<file path="config.mk">
export PLATFORM = sky130hd
export DESIGN_NAME = coh_fabric
export DESIGN_NICKNAME = d
export VERILOG_FILES = /design/src/rtl/coh_pkg.sv /design/src/rtl/coh_rr_arb.sv /design/src/rtl/coh_memory.sv /design/src/rtl/coh_line_store.sv /design/src/rtl/coh_fabric.sv
export SDC_FILE = /design/constraint.sdc
export NUM_CORES = 1
export LEC_CHECK = 0
export CORE_UTILIZATION = 27
export DETAILED_ROUTE_END_ITERATION = 16
export GPL_ROUTABILITY_DRIVEN = 0
export PLACE_DENSITY = 0.51
export SYNTH_ARGS = -nofsm -noshare
export SYNTH_HDL_FRONTEND = slang
export SYNTH_SLANG_ARGS = --single-unit
</file>
<file path="constraint.sdc">
create_clock -name clk -period 5.88 [get_ports clk]
set_input_delay 1.176 -clock clk [delete_from_list [all_inputs] [get_ports clk]]
set_output_delay 1.176 -clock clk [all_outputs]
set_load 0.05 [all_outputs]
</file>
<file path="src/rtl/coh_pkg.sv">
package coh_pkg;
  localparam logic [2:0] ST_I = 3'd0;
  localparam logic [2:0] ST_S = 3'd1;
  localparam logic [2:0] ST_E = 3'd2;
  localparam logic [2:0] ST_M = 3'd3;
  localparam logic [2:0] ST_O = 3'd4;

  typedef enum logic [2:0] {
    CMD_NONE = 3'd0,
    CMD_RD   = 3'd1,
    CMD_RDX  = 3'd2,
    CMD_UPG  = 3'd3,
    CMD_WB   = 3'd4
  } bus_cmd_e;

  function automatic logic is_dirty(input logic [2:0] st);
    return (st == ST_M) || (st == ST_O);
  endfunction
endpackage

</file>
<file path="src/rtl/coh_rr_arb.sv">
module coh_rr_arb #(
  parameter int N  = 4,
  parameter int CW = 2
) (
  input  logic          clk,
  input  logic          rst,
  input  logic [N-1:0]  req,
  input  logic          adv,
  output logic [CW-1:0] grant_id,
  output logic          grant_any
);
  logic [CW-1:0] ptr_q;

  always_comb begin
    grant_any = 1'b0;
    grant_id  = ptr_q;
    for (int k = 0; k < N; k++) begin
      int t;
      t = int'(ptr_q) + k;
      if (t >= N) t = t - N;
      if (!grant_any && req[t]) begin
        grant_any = 1'b1;
        grant_id  = CW'(t);
      end
    end
  end

  always_ff @(posedge clk) begin
    if (rst) ptr_q <= '0;
    else if (adv && grant_any)
      ptr_q <= (int'(grant_id) == N - 1) ? '0 : grant_id + 1'b1;
  end
endmodule

</file>
<file path="src/rtl/coh_memory.sv">
module coh_memory #(
  parameter int AW = 4,
  parameter int DW = 8
) (
  input  logic          clk,
  input  logic          we,
  input  logic [AW-1:0] waddr,
  input  logic [DW-1:0] wdata,
  input  logic [AW-1:0] raddr,
  output logic [DW-1:0] rdata
);
  localparam int DEPTH = 1 << AW;
  logic [DW-1:0] mem [DEPTH];

  always_ff @(posedge clk) begin
    if (we) mem[waddr] <= wdata;
    rdata <= mem[raddr];
  end
endmodule

</file>
<file path="src/rtl/coh_line_store.sv">
module coh_line_store #(
  parameter int IW = 2,
  parameter int TW = 2,
  parameter int DW = 8,
  parameter int SW = 3
) (
  input  logic          clk,
  input  logic          rst,
  input  logic [IW-1:0] rd_idx,
  output logic [2:0]    rd_state,
  output logic [TW-1:0] rd_tag,
  output logic [DW-1:0] rd_data,
  input  logic          wr_en,
  input  logic [IW-1:0] wr_idx,
  input  logic [2:0]    wr_state,
  input  logic [TW-1:0] wr_tag,
  input  logic [DW-1:0] wr_data
);
  localparam int NL = 1 << IW;

  logic [SW-1:0] st_q  [NL];
  logic [TW-1:0] tag_q [NL];
  logic [DW-1:0] dat_q [NL];

  always_ff @(posedge clk) begin
    if (rst) begin
      for (int i = 0; i < NL; i++) st_q[i] <= '0;
    end else if (wr_en) begin
      st_q[wr_idx] <= wr_state[SW-1:0];
    end
  end

  always_ff @(posedge clk) begin
    if (wr_en) begin
      tag_q[wr_idx] <= wr_tag;
      dat_q[wr_idx] <= wr_data;
    end
  end

  always_comb begin
    rd_state = '0;
    rd_state[SW-1:0] = st_q[rd_idx];
    rd_tag  = tag_q[rd_idx];
    rd_data = dat_q[rd_idx];
  end
endmodule

</file>
<file path="src/rtl/coh_fabric.sv">
module coh_fabric
  import coh_pkg::*;
#(
  parameter int NC       = 4,
  parameter int AW       = 4,
  parameter int IW       = 2,
  parameter int DW       = 8,
  parameter bit OWNER_EN = 1'b1
) (
  input  logic             clk,
  input  logic             rst,
  input  logic [NC-1:0]    req_valid,
  input  logic [NC-1:0]    req_write,
  input  logic [NC*AW-1:0] req_addr,
  input  logic [NC*DW-1:0] req_wdata,
  output logic [NC-1:0]    resp_valid,
  output logic [DW-1:0]    resp_rdata,
  output logic [2:0]       bus_cmd,
  output logic [AW-1:0]    bus_addr,
  output logic             bus_c2c,
  output logic             mem_wr
);
  localparam int TW = AW - IW;
  localparam int CW = (NC > 1) ? $clog2(NC) : 1;
  localparam int SW = OWNER_EN ? 3 : 2;

  typedef enum logic [1:0] {PH_IDLE, PH_EVICT, PH_EXEC} phase_e;

  phase_e        ph;
  logic [CW-1:0] cur_id;
  logic          cur_wr;
  logic [AW-1:0] cur_addr;
  logic [DW-1:0] cur_wdata;
  logic [IW-1:0] cur_idx;
  logic [TW-1:0] cur_tag;
  assign cur_idx = cur_addr[IW-1:0];
  assign cur_tag = cur_addr[AW-1:IW];

  // arbitration
  logic [CW-1:0] arb_id;
  logic          arb_any;
  coh_rr_arb #(.N(NC), .CW(CW)) u_arb (
    .clk(clk), .rst(rst), .req(req_valid & ~resp_valid),
    .adv(ph == PH_IDLE), .grant_id(arb_id), .grant_any(arb_any)
  );

  always_ff @(posedge clk) begin
    if (rst) begin
      ph        <= PH_IDLE;
      cur_id    <= '0;
      cur_wr    <= 1'b0;
      cur_addr  <= '0;
      cur_wdata <= '0;
    end else begin
      case (ph)
        PH_IDLE: if (arb_any) begin
          cur_id    <= arb_id;
          cur_wr    <= req_write[arb_id];
          cur_addr  <= req_addr[int'(arb_id)*AW +: AW];
          cur_wdata <= req_wdata[int'(arb_id)*DW +: DW];
          ph        <= PH_EVICT;
        end
        PH_EVICT: ph <= PH_EXEC;
        default:  ph <= PH_IDLE;
      endcase
    end
  end

  // per-cache line stores
  logic [2:0]    c_st   [NC];
  logic [TW-1:0] c_tag  [NC];
  logic [DW-1:0] c_dat  [NC];
  logic          c_we   [NC];
  logic [2:0]    c_wst  [NC];
  logic [TW-1:0] c_wtag [NC];
  logic [DW-1:0] c_wdat [NC];
  logic [NC*3-1:0]  st_flat;
  logic [NC*TW-1:0] tag_flat;
  logic             in_exec;
  assign in_exec = (ph == PH_EXEC);

  for (genvar g = 0; g < NC; g++) begin : g_cache
    coh_line_store #(.IW(IW), .TW(TW), .DW(DW), .SW(SW)) u_store (
      .clk(clk), .rst(rst),
      .rd_idx(cur_idx), .rd_state(c_st[g]), .rd_tag(c_tag[g]), .rd_data(c_dat[g]),
      .wr_en(c_we[g]), .wr_idx(cur_idx), .wr_state(c_wst[g]),
      .wr_tag(c_wtag[g]), .wr_data(c_wdat[g])
    );
    assign st_flat[g*3 +: 3]   = c_st[g];
    assign tag_flat[g*TW +: TW] = c_tag[g];
  end

  // shared memory
  logic          mem_we;
  logic [AW-1:0] mem_waddr;
  logic [DW-1:0] mem_wdata;
  logic [DW-1:0] mem_q;
  coh_memory #(.AW(AW), .DW(DW)) u_mem (
    .clk(clk), .we(mem_we), .waddr(mem_waddr), .wdata(mem_wdata),
    .raddr(cur_addr), .rdata(mem_q)
  );

  // snoop collection across peers
  logic [NC-1:0] peer_hit;
  logic          peer_any, dirty_any;
  logic [DW-1:0] dirty_dat;
  logic [2:0]    own_st;
  logic [TW-1:0] own_tag;
  logic [DW-1:0] own_dat;
  logic          own_hit;

  always_comb begin
    peer_any  = 1'b0;
    dirty_any = 1'b0;
    dirty_dat = '0;
    for (int j = 0; j < NC; j++) begin
      peer_hit[j] = (CW'(j) != cur_id) && (c_st[j] != ST_I) && (c_tag[j] == cur_tag);
      if (peer_hit[j]) begin
        peer_any = 1'b1;
        if (is_dirty(c_st[j])) begin
          dirty_any = 1'b1;
          dirty_dat = c_dat[j];
        end
      end
    end
    own_st  = c_st[cur_id];
    own_tag = c_tag[cur_id];
    own_dat = c_dat[cur_id];
    own_hit = (own_st != ST_I) && (own_tag == cur_tag);
  end

  // transaction decision
  bus_cmd_e      nxt_cmd;
  logic [AW-1:0] nxt_baddr;
  logic          nxt_c2c;
  logic [NC-1:0] nxt_resp;
  logic [DW-1:0] nxt_rdata;

  always_comb begin
    for (int j = 0; j < NC; j++) begin
      c_we[j]   = 1'b0;
      c_wst[j]  = c_st[j];
      c_wtag[j] = c_tag[j];
      c_wdat[j] = c_dat[j];
    end
    mem_we    = 1'b0;
    mem_waddr = cur_addr;
    mem_wdata = dirty_dat;
    nxt_cmd   = CMD_NONE;
    nxt_baddr = '0;
    nxt_c2c   = 1'b0;
    nxt_resp  = '0;
    nxt_rdata = '0;
    if (ph == PH_EVICT) begin
      if (own_st != ST_I && own_tag != cur_tag) begin
        c_we[cur_id]  = 1'b1;
        c_wst[cur_id] = ST_I;
        if (is_dirty(own_st)) begin
          mem_we    = 1'b1;
          mem_waddr = {own_tag, cur_idx};
          mem_wdata = own_dat;
          nxt_cmd   = CMD_WB;
          nxt_baddr = {own_tag, cur_idx};
        end
      end
    end else if (ph == PH_EXEC) begin
      nxt_resp[cur_id] = 1'b1;
      nxt_baddr        = cur_addr;
      if (!cur_wr && own_hit) begin
        nxt_rdata = own_dat;
      end else if (!cur_wr) begin
        nxt_cmd        = CMD_RD;
        nxt_c2c        = dirty_any;
        nxt_rdata      = dirty_any ? dirty_dat : mem_q;
        c_we[cur_id]   = 1'b1;
        c_wst[cur_id]  = peer_any ? ST_S : ST_E;
        c_wtag[cur_id] = cur_tag;
        c_wdat[cur_id] = nxt_rdata;
        for (int j = 0; j < NC; j++) begin
          if (peer_hit[j]) begin
            if (c_st[j] == ST_E) begin
              c_we[j]  = 1'b1;
              c_wst[j] = ST_S;
            end else if (c_st[j] == ST_M) begin
              c_we[j]  = 1'b1;
              c_wst[j] = OWNER_EN ? ST_O : ST_S;
              if (!OWNER_EN) mem_we = 1'b1;
            end
          end
        end
      end else begin
        nxt_rdata = cur_wdata;
        if (own_hit && (own_st == ST_E || own_st == ST_M)) nxt_cmd = CMD_NONE;
        else if (own_hit)                                   nxt_cmd = CMD_UPG;
        else                                                nxt_cmd = CMD_RDX;
        c_we[cur_id]   = 1'b1;
        c_wst[cur_id]  = ST_M;
        c_wtag[cur_id] = cur_tag;
        c_wdat[cur_id] = cur_wdata;
        for (int j = 0; j < NC; j++) begin
          if (peer_hit[j]) begin
            c_we[j]  = 1'b1;
            c_wst[j] = ST_I;
            if (!OWNER_EN && c_st[j] == ST_M) mem_we = 1'b1;
          end
        end
      end
    end
  end

  // registered outputs
  always_ff @(posedge clk) begin
    if (rst) begin
      bus_cmd    <= CMD_NONE;
      bus_addr   <= '0;
      bus_c2c    <= 1'b0;
      mem_wr     <= 1'b0;
      resp_valid <= '0;
      resp_rdata <= '0;
    end else begin
      bus_cmd    <= nxt_cmd;
      bus_addr   <= nxt_baddr;
      bus_c2c    <= nxt_c2c;
      mem_wr     <= mem_we;
      resp_valid <= nxt_resp;
      resp_rdata <= nxt_rdata;
    end
  end
endmodule

</file>
==> out/summary.md, run 1 <==
### Die
- 0.276 — initial cell density of the core
- 257 um — die width
- 0.0659 mm2 — area enclosed by the die boundary
- 92 — total number of placement rows
- 79 — Top-Level Pins
- 0.0635 mm2 — Core Box Area
- 257 um — Die H

### Detailed routing
- 10481 — DR vias
- 5.05 — Via density
- 5 — first drt pass iteration count
- 23.2 um — Routed WL per cell
- 0 — final routed DRC violation total
- 48200 um — total routed wirelength
- 0 — number of nets with antenna violations after detailed routing
- 951 — drt initial violations

### Yosys
- edfxtp_1 (58%), mux4_2 (13%), dfxtp_1 (5.7%) — cell types with the largest area share after synthesis
- edfxtp_1 — library cell with the highest instance count after synthesis
- edfxtp_1 (336), nor2_1 (109), mux4_2 (102) — list of most frequent post-synthesis cells
- 386 — flip-flop and latch count after synthesis
- 0 — share of flip-flops with an asynchronous set or reset
- 1094 — gate count after technology mapping
- 0.633 — share of the yosys chip area belonging to registers
- 0.0175 mm2 — combined area of all synthesized cells
- 82 — count of unique library cells instantiated by Yosys
- 16.0 um2 — average instance area after synthesis
- 0.576 — top-area cell type share of the netlist area
- edfxtp_1 — primary flip-flop cell chosen by synthesis mapping
- edfxtp_1 — library cell occupying the most area in the post-synthesis netlist
- 1152 — Mapped Nets
- 0 — warning count from the yosys run
- 336 — EDFF count, synth

### Timing
- 0.213 GHz — upper clock frequency limit
- 1.07 ns — slew of the pin with the lowest slew margin
- 1.19 ns — final setup slack of the worst path
- 0.289 — Slew Limit Headroom
- 0.0295 ns — Post-Route Skew
- 0.515 ns — Post-Route Hold Slack
- no — setup repair after global routing missed its margin
- 0.798 — post-route clock period utilization
- 0 — number of pins exceeding their max-slew limit in the final report
- 0 ns — Post-Route Setup TNS
- 0 — count of endpoints failing hold in the final timing report
- 4.69 ns — final period demand of the worst path
- 0 — setup-violating endpoint count in the final report

### CTS
- 0 — number of post-CTS setup repair buffers
- 0 — Gates resized, CTS repair
- clkbuf_16 — master cell of the clock root buffer
- 3 — number of buffers on the longest clock path
- 386 — total number of clock tree sinks
- 43 — clock buffer count from CTS
- 0.07 ns — clock-pin slew of the registers on the worst-case setup and hold paths
- 2 — number of levels in the clock H-tree
- done — clock tree from TritonCTS
- 0.59 ns — insertion delay to the later sink of the worst-skew pair
- 0 — Post-CTS Hold Fix Bufs

### GRT
- 0 — total global routing overflow
- 71300 um — first-pass GRT wire length
- 2 — initial antenna violation count
- 56 — maximum number of pins on one net before global-route repair
- 10471 — via count of the first global-routing pass
- 0.146 — GRT Resource Usage Total

### Flow run
- 0 — max-cap viol count

### Worst setup path
- flip-flop — endpoint class of the critical path
- nor2_1 — cell repeated most along the worst path
- flip-flop — Critical Path Source Type
- 0.68 ns — longest individual stage delay on the worst path
- 6.07 ns — Worst EP required
- buf_4 -> mux4_1 -> a22o_1 -> a221oi_1 -> a31oi_1 -> a21boi_1 -> o31a_1 -> nor2_1 -> nor2_1 — ordered list of cells on the worst path
- reg2reg — critical setup path kind
- 4.88 ns — data arrival at the endpoint of the critical path
- mux4_1 — cell with the largest stage delay on the worst path
- 19 — maximum fanout count along the critical path

### Layout
- 1254 — count of nets after finishing
- 18.3% — area added between synthesis and finish
- 2076 — non-filler cells, final
- 6239 — fillers
- 0 — Antenna diodes
- 0.246 — share of cells above drive strength 1

### Status
- finished, final reports clean — status

### Pwr
- 6.62 nW — leakage
- 7.75 mW — PnR Total Power
- 232 uV — peak ir drop on the vdd network
- 375 mW/mm2 — Power Density

### Placement
- 1997 — placed instance count
- 1.21 ns — Place WS
- 78 — count of port buffers added during placement
- 33500 um — placed wire-length estimate after detailed placement

### Min path
- reg2reg — type of the tightest min-delay check

[metrics by stage]
step | area, um2 | util
final | 20700 | 0.326
after global routing | 20700 | 0.326
after CTS | 20700 | 0.326
after detailed placement | 19300 | 0.304
after global placement | 19300 | 0.304
after floorplan | 17500 | -
[final timing paths]
path | start | endpoint | slack, ns | depth (start not counted)
hold reg to reg | cur_wdata[4] | cur_wdata[4] | 0.51 | 2
setup reg to reg | flip-flop | g_cache[2].u_store.dat_q[2][1] | 1.19 | 9
hold / removal | cur_wdata[4] | cur_wdata[4] | 0.51 | 2
setup / recovery | flip-flop | g_cache[2].u_store.dat_q[2][1] | 1.19 | 9
[critical path: cells and delay by family (launching register included)]
kind                   cells  cell delay, ns
multiplexers               1            0.68
buffers and inverters      1            0.36
AND/OR/NAND/NOR            2            0.98
flip-flops                 1            0.63
AO/OA/AOI/OAI              5            1.63
[sequential cells by signal (all words and copies together), names as in the netlist, named ones only]
name                   count
resp_valid                 4
bus_cmd                    3
resp_rdata                 8
cur_id                     2
g_cache.u_store.dat_q    128
g_cache.u_store.tag_q     32
mem_wr                     1
g_cache.u_store.st_q      48
cur_wdata                  8
cur_wr                     1
ph                         2
bus_addr                   4
u_arb.ptr_q                2
u_mem.mem                128
u_mem.rdata                8
cur_addr                   4
bus_c2c                    1
[layout make-up]
cell class | count | area, um2 | share of cell area
multi-input combinational | 622 | 5940 | 0.287
clock inverter | 26 | 264 | 0.0128
sequential | 386 | 11100 | 0.536
clock buffer | 53 | 1130 | 0.0548
tap | 846 | 1060 | 0.0511
timing repair buffer | 129 | 1160 | 0.0560
inverter | 14 | 52.6 | 0.00254
[logic make-up after synthesis]
group                  share of synthesized area
multiplexers                               0.187
AO/OA/AOI/OAI                             0.0579
flip-flops                                 0.633
buffers and inverters                     0.0280
AND/OR/NAND/NOR                           0.0872
XOR/XNOR                                 0.00636
[cells in the final DEF (no fill, tap or decap), drive strengths merged, types with 14 or more instances in the layout]
cell type	count
a21oi	24
inv	19
o21bai	16
nor2	111
edfxtp	336
nor3	36
nand2	55
clkinv	14
o21ai	20
buf	52
clkdlybuf4s50	77
mux4	114
o22ai	14
and2	14
mux2	48
dfxtp	50
clkbuf	53
[power by group]
part	total (mW)	internal, mW	leakage [nW]	switching [mW]
combinational	1.77	0.653	2.36	1.11
sequential	3.31	3.22	3.59	0.0954
clock	2.67	1.53	0.679	1.14
[per-layer routing]
layer	routed length (um)	GRT usage	part of all wire	up-vias
met5	0	0	0	-
met4	1020	0.0408	0.021	0
met3	2710	0.0250	0.056	64
met2	22900	0.233	0.47	347
met1	21600	0.203	0.45	5481
li1	-	-	-	4589
No activity file was read; power rests on OpenSTA's default activity.
==> inputs of run 2 (changes only) <==
PLACE_DENSITY = 0.52   (was 0.51)
clock period = 3.8 ns   (was 5.88 ns; I/O delays follow)
==> out/summary.md, run 2 (synthesis gave the netlist of run 1 again) <==
### Status
- finished, final reports clean — status, unchanged

### Pwr
- 0.293 — switching power share of the total, was 0.303
- 8.62 mW — cell internal power dissipation, was 5.40 mW
- 12.2 mW — PnR Total Power, was 7.75 mW
- 0.256 — combinational fraction of design power, was 0.228
- 0.324 — Clk network pwr share, was 0.345
- 7.04 nW — leakage, was 6.62 nW
- 567 mW/mm2 — Power Density, was 375 mW/mm2
- 0.420 — Flop pwr share, was 0.427
- 382 uV — peak ir drop on the vdd network, was 232 uV
- 3.56 mW — net switching power, was 2.35 mW

### Layout
- 22.8% — area added between synthesis and finish, was 18.3%
- 0.338 — final design utilization, was 0.326
- 1332 — count of nets after finishing, was 1254
- edfxtp_1 (336), buf_4 (124), mux4_2 (104), nor2_1 (90), clkdlybuf4s50_1 (77) — commonest non-fill, non-tap cells in the layout, was edfxtp_1 (336), nor2_1 (109), mux4_2 (102), clkdlybuf4s50_1 (77), nand2_1 (53)
- 0.319 — share of cells above drive strength 1, was 0.246
- 6120 — fillers, was 6239
- 0.0215 mm2 — post-route cell area, was 0.0207 mm2
- g_cache.u_store.dat_q (128), u_mem.mem (128), g_cache.u_store.st_q (48) — largest registers ranked by flip-flop count, unchanged
- edfxtp_1 — most common cell after layout, fill and taps aside, unchanged
- 2150 — non-filler cells, final, was 2076
- 0 — Antenna diodes, unchanged

### Worst setup path
- 13 — worst-case reg-to-reg path depth, was 9
- 4.09 ns — Worst EP required, was 6.07 ns
- flip-flop — Critical Path Source Type, unchanged
- flip-flop — endpoint class of the critical path, unchanged
- 0.07 ns — reg2reg setup slack, was 1.19 ns
- buf_12 -> mux4_1 -> buf_4 -> a221oi_2 -> a31oi_1 -> a21boi_2 -> buf_4 -> buf_4 -> o31a_1 -> nor2_2 -> buf_4 -> nor2_1 -> buf_4 — ordered list of cells on the worst path, was buf_4 -> mux4_1 -> a22o_1 -> a221oi_1 -> a31oi_1 -> a21boi_1 -> o31a_1 -> nor2_1 -> nor2_1
- g_cache[2].u_store.dat_q[2][0] — capturing element of the worst setup path, was g_cache[2].u_store.dat_q[2][1]
- 4.02 ns — data arrival at the endpoint of the critical path, was 4.88 ns
- mux4_1 — cell with the largest stage delay on the worst path, unchanged
- 10 — maximum fanout count along the critical path, was 19
- reg2reg — critical setup path kind, unchanged
- g_cache[2].u_store.dat_q[2][0] — endpoint of the worst register-to-register path, was g_cache[2].u_store.dat_q[2][1]
- 0.60 ns — longest individual stage delay on the worst path, was 0.68 ns
- buf_4 — cell repeated most along the worst path, was nor2_1

### Timing
- 0.268 GHz — upper clock frequency limit, was 0.213 GHz
- 0 — setup-violating endpoint count in the final report, unchanged
- 0.0731 ns — final setup slack of the worst path, was 1.19 ns
- 0.521 ns — Post-Route Hold Slack, was 0.515 ns
- yes — setup repair after global routing missed its margin, was no
- 0 — count of endpoints failing hold in the final timing report, unchanged
- 3.73 ns — final period demand of the worst path, was 4.69 ns
- 0.0176 ns — Post-Route Skew, was 0.0295 ns
- 0.358 — Slew Limit Headroom, was 0.289
- 0 ns — Post-Route Setup TNS, unchanged
- 0.981 — post-route clock period utilization, was 0.798
- 0.963 ns — slew of the pin with the lowest slew margin, was 1.07 ns
- 0 — number of pins exceeding their max-slew limit in the final report, unchanged

### CTS
- 40 — clock buffer count from CTS, was 43
- clkbuf_16 — master cell of the clock root buffer, unchanged
- 0.06 ns — clock-pin slew of the registers on the worst-case setup and hold paths, was 0.07 ns
- 3 — number of buffers on the longest clock path, unchanged
- done — clock tree from TritonCTS, unchanged
- 2 — number of levels in the clock H-tree, unchanged
- 386 — total number of clock tree sinks, unchanged
- 0.57 ns — insertion delay to the later sink of the worst-skew pair, was 0.59 ns
- 0 — number of post-CTS setup repair buffers, unchanged

### Die
- 257 um — die width, unchanged
- 92 — total number of placement rows, unchanged
- 0.276 — initial cell density of the core, unchanged
- 257 um — Die H, unchanged
- 0.0659 mm2 — area enclosed by the die boundary, unchanged
- 79 — Top-Level Pins, unchanged
- 0.0635 mm2 — Core Box Area, unchanged

### Detailed routing
- 22.4 um — Routed WL per cell, was 23.2 um
- 5 — first drt pass iteration count, unchanged
- 0 — final routed DRC violation total, unchanged
- 4.96 — Via density, was 5.05
- 0 — number of nets with antenna violations after detailed routing, unchanged
- 10657 — DR vias, was 10481
- 48100 um — total routed wirelength, was 48200 um
- 850 — drt initial violations, was 951

### Placement
- 34900 um — placed wire-length estimate after detailed placement, was 33500 um
- 2078 — placed instance count, was 1997
- -0.134 ns — Place WS, was 1.21 ns
- 78 — count of port buffers added during placement, unchanged
- 0.0200 mm2 — area post-placement, was 0.0193 mm2

### GRT
- 0.145 — GRT Resource Usage Total, was 0.146
- 34 — maximum number of pins on one net before global-route repair, was 56
- 0 — total global routing overflow, unchanged
- 10770 — via count of the first global-routing pass, was 10471
- 1 — initial antenna violation count, was 2
- 71400 um — first-pass GRT wire length, was 71300 um

### Flow run
- 0 — max-cap viol count, unchanged

### Min path
- reg2reg — type of the tightest min-delay check, unchanged

[run 2: worst max-delay path, delay by kind of cell (launching register included)]
| kind | cells | cell delay (ns) |
|---|---|---|
| mux | 1 | 0.60 |
| simple gates | 2 | 0.30 |
| compound gates | 4 | 1.06 |
| flops | 1 | 0.44 |
| buf+inv | 6 | 1.04 |
[run 2: final cells by class]
type	instances	area [um2]	share of cell area
tap	846	1060	0.0492
sequential	386	11100	0.516
clock inverter	21	262	0.0122
clock buffer	51	1050	0.0489
multi-input combinational	622	6110	0.284
inverter	14	52.6	0.00244
timing repair buffer	210	1870	0.0868
[run 2: per-layer routing]
layer  up-vias  track usage  wire length [um]
met4         0       0.0413               975
met2       317        0.232             23000
met3        65       0.0234              2550
met5         -            0                 0
li1       4740            -                 -
met1      5535        0.204             21600
[run 2: what timing repair did]
item	4_1_cts	5_1_grt
endpoints found under the setup margin	185	445
pin swaps	0	6
gates resized for setup	16	33
hold buffers	0	0
[run 2: power by group through the flow]
stage	clock network, mW	registers, mW	logic (mW)
3_3_place_gp	0	5.21	3.00
2_1_floorplan	0	5.14	1.83
4_1_cts	4.05	5.12	3.06
5_1_grt	4.17	5.14	3.32
3_5_place_dp	0	5.21	3.03
6_report	3.95	5.12	3.12
[run 2: worst min-delay path by stage]
| stage | startpoint | endpoint | slack (ns) | cells after the start |
|---|---|---|---|---|
| after global routing | cur_wdata[6] | cur_wdata[6] | 0.53 | 2 |
| after detailed placement | cur_wdata[6] | cur_wdata[6] | 0.51 | 2 |
| after CTS | cur_wdata[6] | cur_wdata[6] | 0.52 | 2 |
| after floorplan | cur_wdata[6] | cur_wdata[6] | 0.44 | 2 |
| final | cur_wdata[6] | cur_wdata[6] | 0.52 | 2 |
| after global placement | cur_wdata[6] | cur_wdata[6] | 0.51 | 2 |
==> inputs of run 3 (changes only) <==
SYNTH_HIERARCHICAL = 1   (was not set)
==> out/summary.md, run 3 <==
### Worst setup path
- buf_12 — cell repeated most along the worst path, was buf_4
- flip-flop — endpoint class of the critical path, unchanged
- cur_addr[0] — launch point of the worst reg-to-reg path
- flip-flop — Critical Path Source Type, unchanged
- 3.96 ns — data arrival at the endpoint of the critical path, was 4.02 ns
- multiplexers — CP delay by family, top, was compound AO/OA/AOI/OAI gates
- buf_12 -> mux4_2 -> mux4_2 -> or3b_4 -> a221oi_4 -> buf_6 -> buf_12 -> o21ai_4 -> or3b_4 -> nor3_4 -> buf_12 — ordered list of cells on the worst path, was buf_12 -> mux4_1 -> buf_4 -> a221oi_2 -> a31oi_1 -> a21boi_2 -> buf_4 -> buf_4 -> o31a_1 -> nor2_2 -> buf_4 -> nor2_1 -> buf_4
- mux4_2 — cell with the largest stage delay on the worst path, was mux4_1
- 0.10 ns — reg2reg setup slack, was 0.07 ns
- 4.07 ns — Worst EP required, was 4.09 ns
- u_mem/mem[0][6] — endpoint of the worst register-to-register path, was g_cache[2].u_store.dat_q[2][0]
- 0.57 ns — longest individual stage delay on the worst path, was 0.60 ns
- 11 — worst-case reg-to-reg path depth, was 13
- 15 — maximum fanout count along the critical path, was 10
- reg2reg — critical setup path kind, unchanged
- 4 — total buffers and inverters traversed by the critical path, was 6
- cur_addr[0] — first element of the critical path

### Detailed routing
- 46900 um — total routed wirelength, was 48100 um
- 997 — drt initial violations, was 850
- 0 — final routed DRC violation total, unchanged
- 11106 — DR vias, was 10657
- 7 — first drt pass iteration count, was 5
- 0 — number of nets with antenna violations after detailed routing, unchanged
- 21.2 um — Routed WL per cell, was 22.4 um
- 5.00 — Via density, was 4.96

### CTS
- done — clock tree from TritonCTS, unchanged
- 0.55 ns — insertion delay to the later sink of the worst-skew pair, was 0.57 ns
- 0.06 ns — clock-pin slew of the registers on the worst-case setup and hold paths, about the same
- 3 — number of buffers on the longest clock path, unchanged
- 0 — Post-CTS Hold Fix Bufs, unchanged
- 2 — number of levels in the clock H-tree, unchanged
- clkbuf_16 — master cell of the clock root buffer, unchanged
- 384 — total number of clock tree sinks, was 386
- 40 — clock buffer count from CTS, unchanged

### Yosys
- 1204 — Mapped Nets, was 1152
- edfxtp_1 (336), nand2_1 (91), mux4_2 (84) — list of most frequent post-synthesis cells, was edfxtp_1 (336), nor2_1 (109), mux4_2 (102)
- edfxtp_1 — primary flip-flop cell chosen by synthesis mapping, unchanged
- edfxtp_1 — library cell occupying the most area in the post-synthesis netlist, unchanged
- 0.620 — share of the yosys chip area belonging to registers, was 0.633
- 77 — count of unique library cells instantiated by Yosys, was 82
- 15.6 um2 — average instance area after synthesis, was 16.0 um2
- 0.566 — top-area cell type share of the netlist area, was 0.576
- edfxtp_1 (57%), mux4_2 (11%), dfxtp_1 (5.4%) — cell types with the largest area share after synthesis, was edfxtp_1 (58%), mux4_2 (13%), dfxtp_1 (5.7%)
- 6 — warning count from the yosys run, was 0
- 336 — EDFF count, synth, unchanged
- edfxtp_1 — library cell with the highest instance count after synthesis, unchanged
- 1145 — gate count after technology mapping, was 1094
- 0 — share of flip-flops with an asynchronous set or reset, unchanged
- 384 — flip-flop and latch count after synthesis, was 386
- 0.0178 mm2 — combined area of all synthesized cells, was 0.0175 mm2

### Layout
- 2219 — non-filler cells, final, was 2150
- 1394 — count of nets after finishing, was 1332
- 0.0224 mm2 — post-route cell area, was 0.0215 mm2
- 0.00669 mm2 — area used by multi-input combinational logic, was 0.00611 mm2
- 0.290 — share of cells above drive strength 1, was 0.319
- g_cache.u_store/dat_q (128), u_mem/mem (128), g_cache.u_store/st_q (48) — largest registers ranked by flip-flop count, was g_cache.u_store.dat_q (128), u_mem.mem (128), g_cache.u_store.st_q (48)
- 25.7% — area added between synthesis and finish, was 22.8%
- 6164 — fillers, was 6120
- edfxtp_1 — most common cell after layout, fill and taps aside, unchanged
- edfxtp_1 (336), buf_4 (95), nand2_1 (90), mux4_2 (87), clkdlybuf4s50_1 (77) — commonest non-fill, non-tap cells in the layout, was edfxtp_1 (336), buf_4 (124), mux4_2 (104), nor2_1 (90), clkdlybuf4s50_1 (77)
- 0.0111 mm2 — register area, about the same
- 0 — Antenna diodes, unchanged
- 0.346 — final design utilization, was 0.338

### Min path
- reg2reg — type of the tightest min-delay check, unchanged
- cur_wdata[3] — startpoint of the tightest hold check path, was cur_wdata[6]
- cur_wdata[3] — worst min-delay path endpoint, was cur_wdata[6]
- 2 — number of instances on the worst hold path, unchanged

### Pwr
- 12.4 mW — PnR Total Power, was 12.2 mW
- 0.413 — Flop pwr share, was 0.420
- 0.313 — Clk network pwr share, was 0.324
- 361 uV — peak ir drop on the vdd network, was 382 uV
- 7.51 nW — leakage, was 7.04 nW
- 0.274 — combinational fraction of design power, was 0.256
- 8.69 mW — cell internal power dissipation, was 8.62 mW
- 551 mW/mm2 — Power Density, was 567 mW/mm2
- 3.67 mW — net switching power, was 3.56 mW
- 0.297 — switching power share of the total, was 0.293

### Timing
- 0.973 — post-route clock period utilization, was 0.981
- 0.457 — Slew Limit Headroom, was 0.358
- yes — setup repair after global routing missed its margin, unchanged
- 0.271 GHz — upper clock frequency limit, was 0.268 GHz
- 0.0293 ns — Post-Route Skew, was 0.0176 ns
- 3.70 ns — final period demand of the worst path, was 3.73 ns
- 0.814 ns — slew of the pin with the lowest slew margin, was 0.963 ns
- 0 — number of pins exceeding their max-slew limit in the final report, unchanged
- 0 — count of endpoints failing hold in the final timing report, unchanged
- 0 — setup-violating endpoint count in the final report, unchanged

### Placement
- 0.0209 mm2 — area post-placement, was 0.0200 mm2
- 2146 — placed instance count, was 2078
- 33500 um — placed wire-length estimate after detailed placement, was 34900 um
- 78 — count of port buffers added during placement, unchanged

### GRT
- 43 — maximum number of pins on one net before global-route repair, was 34
- 0.139 — GRT Resource Usage Total, was 0.145
- 70500 um — first-pass GRT wire length, was 71400 um
- 11167 — via count of the first global-routing pass, was 10770
- 0 — total global routing overflow, unchanged
- 0 — initial antenna violation count, was 1

### Die
- 0.0671 mm2 — area enclosed by the die boundary, was 0.0659 mm2
- 259 um — die width, was 257 um
- 0.0648 mm2 — Core Box Area, was 0.0635 mm2
- 0.275 — initial cell density of the core, was 0.276
- 79 — Top-Level Pins, unchanged
- 93 — total number of placement rows, was 92
- 259 um — Die H, was 257 um

### Status
- finished, final reports clean — status, unchanged

### Flow run
- 0 — max-cap viol count, unchanged

==> run 3: cell count changes after synthesis, sizes merged, moves of 14 or more <==
cell | before | now
nor2 | 111 | 33
a22oi | 3 | 17
a21oi | 24 | 52
a21o | 2 | 16
and2 | 14 | 54
mux2 | 48 | 25
nor3 | 36 | 22
o21bai | 16 | 1
clkbuf | 41 | 24
nand2 | 55 | 95
a31oi | 2 | 18
==> run 3: layout make-up <==
type,instances,area share
sequential,384,0.493
clock buffer,46,0.0466
clock inverter,25,0.0108
tap,855,0.0477
multi-input combinational,687,0.299
timing repair buffer,213,0.101
inverter,9,0.00151
==> run 3: per-layer routing <==
layer / vias up / global-route usage / routed length (um)
met2: 356 / 0.223 / 22000
met5: - / 0 / 0
met4: 0 / 0.0437 / 1200
li1: 5021 / - / -
met3: 72 / 0.0226 / 2410
met1: 5657 / 0.192 / 21300
==> run 3: kinds of logic after synthesis <==
family          synth area share
compound gates            0.0862
xor+xnor                 0.00723
mux                        0.160
simple gates               0.103
buf+inv                   0.0236
flops                      0.620
fa+ha+maj               0.000701
==> run 3: tightest hold or removal path: stages (launching register included) <==
cell and delay (ns):
dfxtp_1 0.32, nand2_1 0.06, a21oi_1 0.05
==> run 3: power by group through the flow <==
stage	combinational [mW]	clock [mW]	sequential (mW)
2_1_floorplan	1.94	0	5.18
3_3_place_gp	3.23	0	5.19
3_5_place_dp	3.27	0	5.19
4_1_cts	3.30	3.95	5.10
5_1_grt	3.62	4.10	5.12
6_report	3.39	3.86	5.11
==> run 3: metrics by stage <==
stage	setup TNS [ns]	hold WS, ns	setup slack [ns]
global route	-0.00949	0.506	-0.00242
global placement	-0.858	0.452	-0.0592
floorplan	-38.19	0.444	-0.337
detailed placement	-1.45	0.466	-0.0668
finish	0	0.473	0.104
CTS	0	0.475	0.00586
==> run 3: what timing repair did <==
item / in CTS / in global routing
endpoints found under the setup margin: 65 / 407
pin swaps: 0 / 3
buffers inserted: 0 / 2
gates cloned: 0 / 0
resized for setup: 7 / 30
==> run 3: worst max-delay path by stage <==
| stage | end | slack [ns] | depth (start not counted) |
|---|---|---|---|
| 3_3_place_gp | g_cache[0].u_store/dat_q[0][0] | -0.06 | 11 |
| 4_1_cts | g_cache[1].u_store/dat_q[2][5] | 0.006 | 11 |
| 3_5_place_dp | g_cache[0].u_store/dat_q[0][0] | -0.07 | 9 |
| 6_report | u_mem/mem[0][6] | 0.10 | 11 |
| 5_1_grt | g_cache[0].u_store/dat_q[0][0] | -0.002 | 10 |
| 2_1_floorplan | u_mem/mem[0][0] | -0.34 | 10 |
